`src/rtl/sfifo_pkg.sv`:
```
package sfifo_pkg;
    // Which strobe transition produces the one-cycle event.
    typedef enum logic {
        EDGE_FALL = 1'b0,
        EDGE_RISE = 1'b1
    } edge_sel_e;
endpackage

```
`src/rtl/strobe_sync.sv`:
```
module strobe_sync
    import sfifo_pkg::*;
#(
    parameter edge_sel_e SEL  = EDGE_RISE,
    parameter logic      IDLE = 1'b1
) (
    input  logic clk,
    input  logic clr_n,
    input  logic stb_i,
    output logic lvl_o,
    output logic edge_o
);
    typedef struct packed {
        logic s1;
        logic s2;
        logic s3;
    } sync_t;

    sync_t sync_d, sync_q;

    always_comb begin
        sync_d    = sync_q;
        sync_d.s1 = stb_i;
        sync_d.s2 = sync_q.s1;
        sync_d.s3 = sync_q.s2;
    end

    always_ff @(posedge clk or negedge clr_n) begin
        if (!clr_n) sync_q <= '{s1: IDLE, s2: IDLE, s3: IDLE};
        else        sync_q <= sync_d;
    end

    // The flag level comes from the third stage. That stage updates on the
    // same edge as the pointers, so the flags never glitch.
    assign lvl_o = sync_q.s3;

    generate
        if (SEL == EDGE_RISE) begin : g_rise
            assign edge_o = sync_q.s2 & ~sync_q.s3;
        end else begin : g_fall
            assign edge_o = ~sync_q.s2 & sync_q.s3;
        end
    endgenerate
endmodule

```
`src/rtl/ring_ptr.sv`:
```
module ring_ptr #(
    parameter int N = 16
) (
    input  logic         clk,
    input  logic         clr_n,
    input  logic         adv,
    output logic [N-1:0] ptr_oh
);
    logic [N-1:0] ptr_d, ptr_q;

    always_comb begin
        ptr_d = ptr_q;
        if (adv) ptr_d = {ptr_q[N-2:0], ptr_q[N-1]};
    end

    always_ff @(posedge clk or negedge clr_n) begin
        if (!clr_n) ptr_q <= N'(1);
        else        ptr_q <= ptr_d;
    end

    assign ptr_oh = ptr_q;
endmodule

```
`src/rtl/strobe_fifo.sv`:
```
module strobe_fifo
    import sfifo_pkg::*;
#(
    parameter int DEPTH = 16,
    parameter int WIDTH = 4
) (
    input  logic             clk,
    input  logic             clr_n,
    input  logic             ld_stb,
    input  logic             ul_stb,
    input  logic             in_rdy_en,
    input  logic             out_rdy_en,
    input  logic             oe,
    input  logic [WIDTH-1:0] din,
    output logic [WIDTH-1:0] dout,
    output logic [WIDTH-1:0] dout_oe,
    output logic             in_rdy,
    output logic             out_rdy
);
    localparam int CW = $clog2(DEPTH + 1);

    typedef struct packed {
        logic [CW-1:0] cnt;
    } ctl_t;

    ctl_t ctl_d, ctl_q;

    logic             ld_lvl, ld_fall;
    logic             ul_lvl, ul_rise;
    logic             full, empty;
    logic             wr_fire, rd_fire;
    logic [DEPTH-1:0] wr_oh, rd_oh;
    logic [WIDTH-1:0] mem_q [DEPTH];
    logic [WIDTH-1:0] rd_word;

    strobe_sync #(.SEL(EDGE_FALL), .IDLE(1'b0)) u_ld_sync (
        .clk(clk), .clr_n(clr_n), .stb_i(ld_stb), .lvl_o(ld_lvl), .edge_o(ld_fall)
    );

    strobe_sync #(.SEL(EDGE_RISE), .IDLE(1'b1)) u_ul_sync (
        .clk(clk), .clr_n(clr_n), .stb_i(ul_stb), .lvl_o(ul_lvl), .edge_o(ul_rise)
    );

    assign full    = (ctl_q.cnt == CW'(DEPTH));
    assign empty   = (ctl_q.cnt == '0);
    assign wr_fire = ld_fall & ~full;
    assign rd_fire = ul_rise & ~empty;

    ring_ptr #(.N(DEPTH)) u_wr_ptr (.clk(clk), .clr_n(clr_n), .adv(wr_fire), .ptr_oh(wr_oh));
    ring_ptr #(.N(DEPTH)) u_rd_ptr (.clk(clk), .clr_n(clr_n), .adv(rd_fire), .ptr_oh(rd_oh));

    always_comb begin
        ctl_d = ctl_q;
        case ({wr_fire, rd_fire})
            2'b10:   ctl_d.cnt = ctl_q.cnt + CW'(1);
            2'b01:   ctl_d.cnt = ctl_q.cnt - CW'(1);
            default: ctl_d.cnt = ctl_q.cnt;
        endcase
    end

    always_ff @(posedge clk or negedge clr_n) begin
        if (!clr_n) ctl_q <= '0;
        else        ctl_q <= ctl_d;
    end

    // One storage slot per ring position, written when its write-pointer bit is set.
    generate
        for (genvar i = 0; i < DEPTH; i++) begin : g_slot
            always_ff @(posedge clk) begin
                if (wr_fire && wr_oh[i]) mem_q[i] <= din;
            end
        end
    endgenerate

    // The read pointer is one-hot, so the read mux is an AND-OR tree.
    always_comb begin
        rd_word = '0;
        for (int i = 0; i < DEPTH; i++) begin
            rd_word = rd_word | (mem_q[i] & {WIDTH{rd_oh[i]}});
        end
    end

    assign dout    = rd_word;
    assign dout_oe = {WIDTH{oe}};
    assign in_rdy  = ~full & ~ld_lvl & in_rdy_en;
    assign out_rdy = ~empty & ul_lvl & out_rdy_en;
endmodule

```
`config.mk`:
```
export PLATFORM = sky130hd
export DESIGN_NAME = strobe_fifo
export DESIGN_NICKNAME = d
export VERILOG_FILES = /design/src/rtl/sfifo_pkg.sv /design/src/rtl/strobe_sync.sv /design/src/rtl/ring_ptr.sv /design/src/rtl/strobe_fifo.sv
export SDC_FILE = /design/constraint.sdc
export NUM_CORES = 1
export LEC_CHECK = 0
export ABC_CLOCK_PERIOD_IN_PS = 3400
export BUFFER_PORTS_ARGS = -buffer_cell sky130_fd_sc_hd__clkbuf_2
export CAP_MARGIN = 15
export CORE_ASPECT_RATIO = 1.4
export CORE_UTILIZATION = 60
export CTS_BUF_LIST = sky130_fd_sc_hd__clkbuf_4 sky130_fd_sc_hd__clkbuf_8
export CTS_CLUSTER_SIZE = 8
export DETAILED_ROUTE_END_ITERATION = 7
export PLACE_DENSITY_LB_ADDON = 0.12
export SLEW_MARGIN = 20
export SYNTH_ARGS = -nofsm -noshare
export SYNTH_HDL_FRONTEND = slang
export SYNTH_SLANG_ARGS = --single-unit
```
`constraint.sdc`:
```
create_clock -name clk -period 3.4 [get_ports clk]
set_clock_uncertainty 0.15 [all_clocks]
set_input_delay 0.17 -clock clk [delete_from_list [all_inputs] [get_ports clk]]
set_output_delay 0.17 -clock clk [all_outputs]
set_load 0.01 [all_outputs]
```
==> reports/qor.yml, run 1 <==
status: "finished clean"
period_minus_slack_ns: 2.95
vdd_drop_max_v: 0.000352
first_pass_iters: 4
p_clk_share_pct: 30.8
worstRegToRegCells: 10
io_pins: 21
powerDensity_mw_per_mm2: 537
placed_cells: 341
syn_nets: 259
die_y_um: 101
drive_above_1_share_pct: 25.4
numClockSinks: 107
startpoint: "ctl_q[0]"
busiest_layer: "met2"
ant_nets: 0
clk_path_buf_depth: 2
internal_power_mw: 1.88
route.detailed.drc: 0
fp.dieW_um: 72.4
swShare_pct: 22.8
cts_setup_buffers: 0
netlist_area_mm2: 0.00416
maxCapViolations: 0
synthToLayoutAreaGrowth_pct: 8.77
cts_buffers: 9
crit_required_ns: 3.46
avgSynthCellArea_um2: 17.1
placeableCoreArea_mm2: 0.00666
rr_startpoint: "ctl_q[0]"
timing.rr.end: "ctl_q[4]"
start_kind: "flip-flop"
grt_overflow: 0
diodes: 0
crit_type: "reg -> reg"
wire_per_inst_um: 20.1
crit_path_max_fanout: 7
cts_tree: "yes"
avgViaCountPerCell: 5.84
pre_cts_ws_ns: 0.439
finalCritPeriodShare_pct: 86.8
relSlewSlack_pct: 38.0
whs_ns: 0.125
post_cts_hold_buffer_count: 3
synth_warnings: 0
worst_setup_path_end_kind: "flip-flop"
rrSetupSlack_ns: 0.45
fillers: 488
setup_viol_count_final: 0
portBuffers: 15
fmax_mhz: 339
p_comb_share_pct: 9.9
cts-resized-gates: 0
multi_input_area_mm2: 0.00107
fin_tns_setup_ns: 0
rows: 35
grt_max_degree: 44
stdcell_area_mm2: 0.00453
hold_class: "in -> reg"
worst-slew-pin-transition_ns: 0.930
final_cells: 360
clkLatencyLatePin_ns: 0.36
postSynthCellCount: 243
finalHoldViolations: 0
p_leak_nw: 1.81
report.power.total_mw: 2.43
ys.flop_type: "edfxtp_1"
synth_seq_area_share_pct: 72.1
grt_pass1_wl_um: 11500
nets: 279
track_usage_pct: 22.5
hpwl_um: 5060
finalMaxSlewViolations: 0
antenna_found_initial: 0
synthArstFlopShare_pct: 40.2
power_frac_seq_pct: 59.3
vias: 2103
drt-initial-drc-count: 115
gp_congestion: 0.811
fin_util_pct: 68.0
grt_pass1_vias: 2253
h-tree-depth: 3
fin_ws_ns: 0.450
met1_usage_pct: 26.6
crit_end: "ctl_q[4]"
dpl_cell_area_mm2: 0.00430
ys_ff_latch: 107
drt_wl_total_um: 7230
initial_core_util_pct: 62.6
root_buffer: "clkbuf_8"
clk_pin_slew_ns: 0.09
dieArea_mm2: 0.00728
final-seq-area_mm2: 0.00300
switching_power_mw: 0.555
synth_edf_count: 64
gr-usage-met2_pct: 38.4
rsz0062_at_grt: "no"
grt_use_met3_pct: 4.80
cp_data_arrival_time_ns: 3.01
yosys.cell_types.count: 37
[cells in the mapped netlist, types with 2 or more instances]
cell type | number | area, um2
and2_1 | 16 | 100
dfrtp_1 | 38 | 951
nand4_1 | 5 | 31.3
a22o_1 | 16 | 140
a221oi_1 | 16 | 140
mux2_4 | 9 | 135
buf_4 | 4 | 30.0
nor2b_1 | 2 | 12.5
and3b_1 | 2 | 17.5
xor2_1 | 2 | 17.5
mux2_2 | 23 | 259
ha_1 | 4 | 50.1
clkbuf_1 | 2 | 7.51
nand2_1 | 4 | 15.0
inv_1 | 6 | 22.5
buf_2 | 4 | 20.0
dfstp_2 | 5 | 131
o21ai_0 | 3 | 15.0
edfxtp_1 | 64 | 1920
[power by group through the flow]
stage / logic (mW) / clock network, mW / registers [mW]
after detailed placement: 0.242 / 0 / 1.47
after global placement: 0.232 / 0 / 1.47
after global routing: 0.272 / 0.822 / 1.45
after CTS: 0.246 / 0.770 / 1.44
final: 0.242 / 0.749 / 1.44
after floorplan: 0.181 / 0 / 1.46
[cells by family after synthesis]
kind of cell,count (synthesis),share of synthesized area (%)
buffers and inverters,17,2.19
adders and majority gates,5,1.68
muxes,33,9.71
DFF,107,72.1
AOI/OAI and AO/OA,41,8.14
and+or+nand+nor,37,5.50
xor gates and xnor gates,3,0.631
[worst min-delay path by stage]
stage / start / endpoint / slack, ns / cells past startpoint
CTS: din[2] / mem_q[0][14] / 0.12 / 1
detailed placement: ul_stb / u_ul_sync.sync_d[1] / 0.11 / 1
finish: din[0] / mem_q[1][4] / 0.12 / 1
global placement: ul_stb / u_ul_sync.sync_d[1] / 0.11 / 1
global route: din[3] / mem_q[1][7] / 0.12 / 1
floorplan: clr_n / ctl_q[0] / -0.28 / 0
[layer usage]
layer | vias up | routed length, um
met4 | 0 | 191
met3 | 16 | 229
met2 | 41 | 3830
li1 | 981 | -
met5 | - | 0
met1 | 1065 | 2980
[cell usage in the layout (no fill, tap or decap), types with 2 or more instances in the layout]
master          n
clkinv_1        2
and2_1         16
and3b_1         2
mux2_2         23
mux2_4          9
a22o_1         16
dfstp_2         5
dfrtp_1        38
o21ai_0         3
ha_1            4
edfxtp_1       64
nor2b_1         2
nand4_1         5
dlygate4sd3_1   3
clkbuf_8       10
a221oi_1       16
clkbuf_2       14
xor2_1          2
inv_1           6
nand2_1         4
buf_4           2
[layout make-up]
class | count | share of cell area [%]
Multi-Input combinational cell | 119 | 23.6
Sequential cell | 107 | 66.3
Clock inverter | 5 | 1.19
Clock buffer | 11 | 3.20
Timing Repair Buffer | 20 | 2.65
Inverter | 6 | 0.497
Tap cell | 92 | 2.54
[worst max-delay path, stage by stage, from the launching register on]
cell	delay [ns]
dfrtp_1	0.43
nor4_1	0.36
nor2b_1	0.20
or3b_1	0.14
inv_1	0.04
ha_1	0.27
ha_1	0.34
nor2b_1	0.17
or4_1	0.47
nand4_1	0.10
o311ai_0	0.13
[registers in the layout (all words and copies together) (netlist names)]
signal and cells:
mem_q 64, u_ul_sync.lvl_o 1, u_rd_ptr.ptr_oh 16, u_wr_ptr.ptr_oh 16, u_ul_sync.sync_d 2, u_ld_sync.lvl_o 1
u_ld_sync.sync_d 2, ctl_q 5
Power figures use the tool's default switching activity.
==> inputs of run 2 (changes only) <==
CELL_PAD_IN_SITES_DETAIL_PLACEMENT = 1   (was not set)
CELL_PAD_IN_SITES_GLOBAL_PLACEMENT = 1   (was not set)
CORE_UTILIZATION = 54   (was 60)
PLACE_DENSITY_LB_ADDON = 0.1   (was 0.12)
==> run 2 against run 1 <==
  * Wire length increased by 15%
  * Final cell count increased by 1.4%
  * Critical path depth did not move
  * Critical endpoint unchanged
==> reports/qor.yml, run 2 (synthesized netlist as in run 1, its figures left out) <==
avgViaCountPerCell: 5.98  # was 5.84
crit_chain: "nor4_1 > nor2b_1 > or3b_1 > inv_1 > ha_1 > ha_1 > nor2b_1 > or4_1 > nand4_1 > o311ai_0"  # unchanged
finalMaxSlewViolations: 0  # unchanged
diodes: 0  # unchanged
nets: 279  # unchanged
rows: 37  # was 35
period_minus_slack_ns: 3.10  # was 2.95 ns
swShare_pct: 23.6  # was 22.8%
synthToLayoutAreaGrowth_pct: 9.65  # was 8.77%
cts_tree: "yes"  # unchanged
crit_type: "reg -> reg"  # unchanged
route.detailed.drc: 0  # unchanged
largest_reg_flops: 64  # unchanged
worst-slew-pin-transition_ns: 0.561  # was 0.930 ns
root_buffer: "clkbuf_8"  # unchanged
grt_overflow: 0  # unchanged
track_usage_pct: 23.2  # was 22.5%
first_pass_iters: 4  # unchanged
fmax_mhz: 323  # was 339 MHz
vias: 2183  # was 2,103
p_leak_nw: 1.82  # was 1.81 nW
cp_data_arrival_time_ns: 3.19  # was 3.01 ns
relSlewSlack_pct: 62.6  # was 38.0%
placeableCoreArea_mm2: 0.00741  # was 0.00666 mm2
grt_max_degree: 44  # unchanged
dieArea_mm2: 0.00807  # was 0.00728 mm2
drt_wl_total_um: 8320  # was 7230 um
gp_congestion: 0.768  # was 0.811
final_cell_mix: "edfxtp_1 (64), dfrtp_1 (38), mux2_2 (23)"  # unchanged
switching_power_mw: 0.604  # was 0.555 mW
fp.dieW_um: 76.2  # was 72.4 um
power_frac_seq_pct: 56.5  # was 59.3%
portBuffers: 15  # unchanged
start_kind: "flip-flop"  # unchanged
antenna_found_initial: 0  # unchanged
io_pins: 21  # unchanged
hpwl_um: 5690  # was 5060 um
crit_required_ns: 3.49  # was 3.46 ns
slowest_delay_ns: 0.47  # about the same
clkLatencyLatePin_ns: 0.37  # was 0.36 ns
pre_cts_ws_ns: 0.377  # was 0.439 ns
internal_power_mw: 1.95  # was 1.88 mW
h-tree-depth: 3  # unchanged
maxCapViolations: 0  # unchanged
fin_ws_ns: 0.302  # was 0.450 ns
grt_pass1_wl_um: 13400  # was 11,500 um
largest_register: "mem_q"  # unchanged
worst_setup_path_end_kind: "flip-flop"  # unchanged
vdd_drop_max_v: 0.000321  # was 0.000352 V
crit_path_max_fanout: 7  # unchanged
initial_core_util_pct: 56.2  # was 62.6%
layout_commonest_cell: "edfxtp_1"  # unchanged
p_clk_share_pct: 33.7  # was 30.8%
drive_above_1_share_pct: 26.1  # was 25.4%
cts_setup_buffers: 0  # unchanged
cp_num_buf_inv: 1  # unchanged
die_y_um: 106  # was 101 um
finalHoldViolations: 0  # unchanged
ant_nets: 0  # unchanged
wire_per_inst_um: 22.8  # was 20.1 um
crit_family: "simple AND/OR/NAND/NOR gates"  # unchanged
clk_pin_slew_ns: 0.10  # was 0.09 ns
numClockSinks: 107  # unchanged
rsz0062_at_grt: "no"  # unchanged
grt_pass1_vias: 2316  # was 2,253
powerDensity_mw_per_mm2: 560  # was 537 mW/mm2
drt-initial-drc-count: 146  # was 115
clk_path_buf_depth: 2  # unchanged
crit_slowest_cell: "or4_1"  # unchanged
cts_buffers: 9  # unchanged
finalCritPeriodShare_pct: 91.1  # was 86.8%
fin_tns_setup_ns: 0  # unchanged
report.power.total_mw: 2.55  # was 2.43 mW
status: "finished clean"  # unchanged
p_comb_share_pct: 9.8  # was 9.9%
hold_class: "in -> reg"  # unchanged
setup_viol_count_final: 0  # unchanged
[run 2: worst paths after layout]
check,startpoint,endpoint,slack (ns),cells after the start
max,ctl_q[0],ctl_q[4],0.30,10
min,din[0],mem_q[1][0],0.11,1
min in group asynchronous,clr_n,u_rd_ptr.ptr_oh[8],0.16,2
min reg2reg,u_ld_sync.sync_d[1],u_ld_sync.sync_d[0],0.21,0
max in group asynchronous,clr_n,u_ul_sync.lvl_o,2.54,2
max reg2reg,ctl_q[0],ctl_q[4],0.30,10
[run 2: power groups by stage]
stage / combinational (mW) / clock [mW] / sequential, mW
3_3_place_gp: 0.239 / 0 / 1.47
3_5_place_dp: 0.248 / 0 / 1.47
5_1_grt: 0.282 / 0.918 / 1.45
4_1_cts: 0.253 / 0.876 / 1.44
6_report: 0.250 / 0.862 / 1.44
2_1_floorplan: 0.181 / 0 / 1.46
[run 2: what timing repair did]
action	CTS	global route
resized for setup	0	0
endpoints found under the setup margin	0	0
hold buffers	3	0
hold endpoints to repair	40	0
[run 2: area by class of cell]
class	instances	area, um2
fillers	672	2840
clock inverters	6	88.8
well taps	97	121
repair buffers	20	123
inverters	6	22.5
multi-input cells	119	1070
clock buffers	10	138
flip-flops and latches	107	3000
[run 2: stage by stage]
| step | hold WS [ns] | util (%) | instance area, um2 | cells |
|---|---|---|---|---|
| 6_report | 0.108 | 61.6 | 4570 | 365 |
| 5_1_grt | 0.109 | 61.6 | 4570 | 365 |
| 4_1_cts | 0.0924 | 61.6 | 4560 | 365 |
| 3_5_place_dp | 0.117 | 58.1 | 4310 | 346 |
| 3_3_place_gp | 0.108 | 58.1 | 4310 | 346 |
| 2_1_floorplan | -0.276 | - | 4160 | 243 |
[run 2: layer usage]
metal  wire (um)  GRT usage, %  vias to the layer above  part of all wire [%]
met1        3470          28.7                     1131                    42
li1            -             -                      976                     -
met5           0             0                        -                     0
met3         324          5.84                       18                   3.9
met2        4320          38.6                       58                    52
met4         210          10.0                        0                   2.5
